$ cat config.mk
export PLATFORM = sky130hd
export DESIGN_NAME = simon_serial_core
export DESIGN_NICKNAME = d
export VERILOG_FILES = /design/src/rtl/simon_serial_pkg.sv /design/src/rtl/simon_text_bit.sv /design/src/rtl/simon_key_bit.sv /design/src/rtl/simon_serial_core.sv
export SDC_FILE = /design/constraint.sdc
export NUM_CORES = 1
export LEC_CHECK = 0
export ABC_AREA = 1
export BUFFER_PORTS_ARGS = -buffer_cell sky130_fd_sc_hd__buf_2
export CORE_ASPECT_RATIO = 0.75
export CORE_MARGIN = 4
export CORE_UTILIZATION = 52
export CTS_BUF_LIST = sky130_fd_sc_hd__clkbuf_4 sky130_fd_sc_hd__clkbuf_8 sky130_fd_sc_hd__clkbuf_16
export DETAILED_ROUTE_END_ITERATION = 12
export HOLD_SLACK_MARGIN = 0.05
export PLACE_DENSITY_LB_ADDON = 0.15
export SLEW_MARGIN = 20
export SYNTH_ARGS = -nofsm -noshare
export SYNTH_HDL_FRONTEND = slang
export SYNTH_SLANG_ARGS = --single-unit
export TNS_END_PERCENT = 30
$ cat constraint.sdc
create_clock -name clk -period 2.2 [get_ports clk]
set_input_delay 0.66 -clock clk [delete_from_list [all_inputs] [get_ports clk]]
set_output_delay 0.66 -clock clk [all_outputs]
set_load 0.005 [all_outputs]
$ cat src/rtl/simon_serial_pkg.sv
package simon_serial_pkg;

    typedef enum logic [0:0] {
        PH_IDLE = 1'b0,
        PH_RUN  = 1'b1
    } phase_e;

    // z0 sequence, bit i applies to the key word made in round i
    localparam logic [61:0] ZSEQ = 62'h19C3522FB386A45F;
    localparam int          ZLEN = 62;

    // left rotations used by the round function f(x) = (x<<<A & x<<<B) ^ x<<<C
    localparam int ROT_A = 1;
    localparam int ROT_B = 8;
    localparam int ROT_C = 2;

endpackage

$ cat src/rtl/simon_text_bit.sv
module simon_text_bit #(
    parameter int WORD = 16
) (
    input  logic [2*WORD-1:0]         chain,
    input  logic [$clog2(WORD)-1:0]   bitpos,
    input  logic                      rkey_bit,
    output logic                      new_bit
);
    import simon_serial_pkg::*;

    localparam int IW = $clog2(2*WORD);

    logic [IW-1:0] ia, ib, ic;
    logic          ta, tb, tc;

    // bit j-r of the left word: left word sits in the upper half, shifting right
    always_comb begin
        ia = (int'(bitpos) < ROT_A) ? IW'(2*WORD - ROT_A) : IW'(WORD - ROT_A);
        ib = (int'(bitpos) < ROT_B) ? IW'(2*WORD - ROT_B) : IW'(WORD - ROT_B);
        ic = (int'(bitpos) < ROT_C) ? IW'(2*WORD - ROT_C) : IW'(WORD - ROT_C);
        ta = chain[ia];
        tb = chain[ib];
        tc = chain[ic];
        new_bit = chain[0] ^ (ta & tb) ^ tc ^ rkey_bit;
    end

endmodule

$ cat src/rtl/simon_key_bit.sv
module simon_key_bit #(
    parameter int WORD = 16
) (
    input  logic [4*WORD-1:0]         chain,
    input  logic [$clog2(WORD)-1:0]   bitpos,
    input  logic                      reverse,
    input  logic                      z_bit,
    output logic                      new_bit
);
    localparam int IW = $clog2(4*WORD);

    logic [IW-1:0] ia3, ia4, ib0, ib1;
    int            wa, wb;
    logic          cst;

    function automatic logic [IW-1:0] tap(input int w, input int d, input int j);
        if (j + d < WORD) return IW'(w*WORD + d);
        else              return IW'(w*WORD + d - WORD);
    endfunction

    always_comb begin
        // forward: rotated terms from newest word, plain terms from word 1
        // reverse: the two roles swap
        wa  = reverse ? 1 : 3;
        wb  = reverse ? 3 : 1;
        ia3 = tap(wa, 3, int'(bitpos));
        ia4 = tap(wa, 4, int'(bitpos));
        ib0 = tap(wb, 0, int'(bitpos));
        ib1 = tap(wb, 1, int'(bitpos));
        // inverted word XOR 3: constant is 1 except on bits 0 and 1
        cst = (int'(bitpos) >= 2);
        new_bit = chain[0] ^ chain[ia3] ^ chain[ia4] ^ chain[ib0] ^ chain[ib1]
                ^ cst ^ (z_bit & (bitpos == '0));
    end

endmodule

$ cat src/rtl/simon_serial_core.sv
module simon_serial_core #(
    parameter int WORD   = 16,
    parameter int ROUNDS = 32
) (
    input  logic              clk,
    input  logic              rst_n,
    input  logic              start,
    input  logic              mode,
    input  logic [2*WORD-1:0] text_in,
    input  logic [4*WORD-1:0] key_in,
    output logic [2*WORD-1:0] result,
    output logic              done
);
    import simon_serial_pkg::*;

    localparam int TW = 2*WORD;
    localparam int KW = 4*WORD;
    localparam int BW = $clog2(WORD);
    localparam int RW = $clog2(ROUNDS);

    typedef struct packed {
        phase_e        phase;
        logic          dec;
        logic [BW-1:0] bitc;
        logic [RW-1:0] rnd;
        logic [TW-1:0] txt;
        logic [KW-1:0] key;
        logic          done;
    } state_t;

    state_t st_q, st_d;
    logic   txt_bit, key_bit, z_bit, running;
    int     zidx;

    assign running = (st_q.phase == PH_RUN);

    always_comb begin
        zidx  = st_q.dec ? (ROUNDS - 5 - int'(st_q.rnd)) : int'(st_q.rnd);
        z_bit = 1'b0;
        if (zidx >= 0 && zidx < ZLEN) z_bit = ZSEQ[zidx[5:0]];
    end

    simon_text_bit #(.WORD(WORD)) u_text (
        .chain   (st_q.txt),
        .bitpos  (st_q.bitc),
        .rkey_bit(st_q.key[0]),
        .new_bit (txt_bit)
    );

    simon_key_bit #(.WORD(WORD)) u_key (
        .chain  (st_q.key),
        .bitpos (st_q.bitc),
        .reverse(st_q.dec),
        .z_bit  (z_bit),
        .new_bit(key_bit)
    );

    always_comb begin
        st_d      = st_q;
        st_d.done = 1'b0;
        case (st_q.phase)
            PH_IDLE: begin
                if (start) begin
                    st_d.phase = PH_RUN;
                    st_d.dec   = mode;
                    st_d.bitc  = '0;
                    st_d.rnd   = '0;
                    st_d.txt   = mode ? {text_in[WORD-1:0], text_in[TW-1:WORD]} : text_in;
                    st_d.key   = key_in;
                end
            end
            default: begin
                st_d.txt  = {txt_bit, st_q.txt[TW-1:1]};
                st_d.key  = {key_bit, st_q.key[KW-1:1]};
                st_d.bitc = st_q.bitc + 1'b1;
                if (st_q.bitc == BW'(WORD-1)) begin
                    st_d.rnd = st_q.rnd + 1'b1;
                    if (st_q.rnd == RW'(ROUNDS-1)) begin
                        st_d.phase = PH_IDLE;
                        st_d.done  = 1'b1;
                    end
                end
            end
        endcase
    end

    always_ff @(posedge clk or negedge rst_n) begin
        if (!rst_n) st_q <= '0;
        else        st_q <= st_d;
    end

    assign result = st_q.dec ? {st_q.txt[WORD-1:0], st_q.txt[TW-1:WORD]} : st_q.txt;
    assign done   = st_q.done;

endmodule

==> results.md <==
- The run finished with clean final reports.
- The category of cells accounting for the largest share of critical-path delay is flip-flops.
- Counting every instance in the synthesized netlist gives 750.
- The critical path in this run is classified as flip-flop to output port.
- During I/O placement, the number of pins put on the boundary was roughly 130.
- The final global-route overflow total is 0.
- The first global-routing pass estimated approximately 26 mm of wire.
- The synthesized area is ~5800 µm².
- The worst min-delay path category is input pin to asynchronous set/reset pin.
- After synthesis, the share of flip-flops with an asynchronous set or reset is 100.0%.
- The number of synthesized flops with an enable pin is 0.
- Subtracting the final worst setup slack from the clock period gives between 2000 and 2500 ps.
- The layout overhead on the synthesized area is 18.97%.
- For this configuration, the core starts out at a cell density of between 50% and 60%.
- Clock latency on the worst-skew pair, taken at its later pin, is 350 ps.
- In the final design database the tool counted ~970 nets.
- The buffers plus inverters on the worst setup path is 2.
- The final critical-path share of the clock period is 93.40%.
- The count of routing violations after the opening detailed-route iteration is slightly below 400.
- The critical path goes through buf_12 > o21ai_0 > buf_2.
- The peak fanout along the critical path is 65.
- The worst register-to-register path begins at st_q[102]$_DFFE_PN0P_.
- For this design the static power due to leakage is about 3.4 nW.
- The proportion of layout cells with a drive suffix above 1 is between 20% and 30%.
- The detailed router placed 5,469 vias in this run.
- The count of state elements after synthesis is between 100 and 150.
- The die outline width is roughly 130 µm.
- Row generation in the floorplan step produced 33 rows.
- The post-route clock skew is 9.520 ps.
- The cell type contributing the most total cell area after synthesis is sky130_fd_sc_hd__dfrtp_1.
- TritonCTS built the clock tree.
- The aggregate global-route resource usage is between 20% and 30%.
- STA classifies the critical path endpoint as an output port.
- Dividing the detail-routed wire length by the instance count gives 14.93 µm.
- After synthesis, the mean cell area works out to 7.757 µm².
- The final setup violation count is 0.
- No sink is reached through more buffers than the 2 on the longest clock path.
- Buffers placed on the I/O ports in this run total about 130.
- Post-CTS repair changed the size of 0 cells.
- The number of antenna violations at the first check in global routing is 1.
- The yosys synthesis warning count is 0.
- Static timing analysis puts the maximum clock frequency at around 490 MHz.
- The library cell contributing the largest single delay on the critical path is sky130_fd_sc_hd__dfrtp_2.
- The signal arrival time at the worst endpoint is between 1000 and 1500 ps.
- After synthesis, the largest area contributor takes up a little under half of total cell area.
- The final routed DRC violation total is 0.
- The region available for standard cell placement spans around 11,000 µm².
- The number of optimization iterations in the first detailed-route pass is 5.
- The number of setup buffers added after CTS is 0.
- The number of max-cap violations is 0.
- Entering global routing, the biggest net connects 67 pins.
- The biggest cell delay along the critical path is 420 ps.
- The number of max-slew violations in the final report is 0.
- In the final timing run, aggregate negative setup slack is 0 ps.
- The number of hold-slack violations in the final timing report is 0.
- After clock tree synthesis, the clock-pin slew on the worst setup and hold paths is approximately 80 ps.
- Yosys instantiated no cell more often than sky130_fd_sc_hd__nand2_1.
- Counting cells, the worst reg-to-reg path comes to 14.
- The post-layout utilization of the core is between 60% and 70%.
- The worst setup path is launched from a flip-flop.
- The die is 99.61 µm tall.
- The primary flip-flop cell chosen by synthesis mapping is sky130_fd_sc_hd__dfrtp_1.
- The number of global-route vias before repair is between 5,000 and 6,000.
- Ranked by instance count, the synthesized netlist is headed by sky130_fd_sc_hd__nand2_1 (220), sky130_fd_sc_hd__inv_1 (110), sky130_fd_sc_hd__dfrtp_1 (108).
- The root cell of the clock tree is sky130_fd_sc_hd__clkbuf_16.
- The detail route stage leaves a number of antenna-violating nets equal to 0.
- The floorplan step defined a die boundary enclosing ~13,000 µm².
- Buffers inserted during clock tree synthesis total 9.
- The congestion estimate from routability-driven global placement came to ~0.9.
- Dividing the detail-routed via count by the number of cells gives between 5 and 6.
- Clock tree synthesis found a total of roughly 110 sinks.
- The critical path data required time is roughly 1500 ps.
- The end of the worst register-to-register path is st_q[64]$_DFFE_PN0P_.
- The synthesized netlist net count is around 860.
- After legalization and detailed placement, the total HPWL measured approximately 11 mm.
- Across all register-to-register paths, the minimum setup slack is ~420 ps.
- In this run, distinct cell masters in the synthesized netlist total 26.
- The repair_antennas step left the layout with diodes totalling 0.
- For this design the ratio of total power to cell area is roughly 1200 nW/µm².
- In this run the number of cells on the critical path is 3.
- The sequential fraction of the synthesis area is 46.45%.
- The worst pin sits at a relative slew slack of between 50 and 60%.
- The maximum level of the CTS H-tree is 3.
- The number of buffers inserted for hold repair after clock tree synthesis is 0.
- The detailed-route wire length is ~15 mm.
- For the pin with the worst max-slew slack, the measured transition is ~730 ps.
- Setup repair after global routing left no endpoint under its margin.
- After synthesis, the cell types taking the most area are sky130_fd_sc_hd__dfrtp_1 (46%), sky130_fd_sc_hd__nand2_1 (14%), sky130_fd_sc_hd__o221ai_1 (8.0%).
- IR analysis of the VDD net gives a maximum drop of 0.0004895 V.
-- cells in the final DEF (no fill, tap or decap), drive strengths merged --
| cell | instances |
|---|---|
| nand2 | 228 |
| buf | 148 |
| inv | 117 |
| dfrtp | 108 |
| o21ai | 80 |
| o221ai | 53 |
| a21oi | 35 |
| nand3 | 32 |
| o211ai | 27 |
| nor2 | 13 |
| clkbuf | 9 |
| ha | 6 |
| nand4 | 4 |
| clkinv | 3 |
| xnor2 | 1 |
| xor2 | 1 |
| a41oi | 1 |
| a22oi | 1 |
| clkinvlp | 1 |
-- registers in the layout, summed over array words and instances, names as in the netlist --
register  cells
st_q        106
done          1
running       1
-- per-stage QoR --
stage                     cells  hold WS (ps)  cell area, µm²  total power, W  setup WS [ps]
final                      1008         221.3            6922        0.008055          145.2
after global routing       1008         222.5            6922        0.008756          54.37
after CTS                  1008         217.3            6922        0.008106          152.6
after detailed placement    992         483.1            6626        0.006491          460.8
after global placement      992         473.7            6626        0.006339          497.4
after floorplan             750         364.4            5818        0.005423          413.7
-- layer usage --
layer  track usage [%]  share of wire, %
met4             7.029               1.4
met3             4.724               5.4
met5                 0             0.046
met2             36.33                45
met1             36.10                48
-- cell type report --
cell class / count / area, µm²
Inverter: 114 / 427.9
Clock inverter: 7 / 70.07
Tap cell: 140 / 175.2
Sequential cell: 108 / 2704
Timing Repair Buffer: 148 / 833.3
Fill cell: 949 / 4020
Clock buffer: 9 / 225.2
Multi-Input combinational cell: 482 / 2486
-- report_power, final --
group | internal [W] | switching, W
registers | 0.00290 | 0.000520
clock network | 0.000798 | 0.000784
logic | 0.00127 | 0.00178
total | 0.00497 | 0.00308
-- worst max-delay path by stage --
stage	start	endpoint	slack (ps)
after global placement	start	st_q[69]$_DFFE_PN0P_	500
after global routing	st_q[106]$_DFFE_PN0P_	result[13]	50
after floorplan	st_q[106]$_DFFE_PN0P_	result[10]	410
after CTS	st_q[106]$_DFFE_PN0P_	result[19]	150
final	st_q[106]$_DFFE_PN0P_	result[19]	150
after detailed placement	start	st_q[79]$_DFFE_PN0P_	460
-- cell families (layout without fill, tap and decap cells) --
family	count (synthesis)	count (layout)	synth area share, %
xor+xnor	2	2	0.3011
compound gates	197	197	21.63
simple gates	277	277	19.46
flops	108	108	46.45
buf+inv	160	278	10.86
fa+ha+maj	6	6	1.290
(Power assumes the default switching activity.)
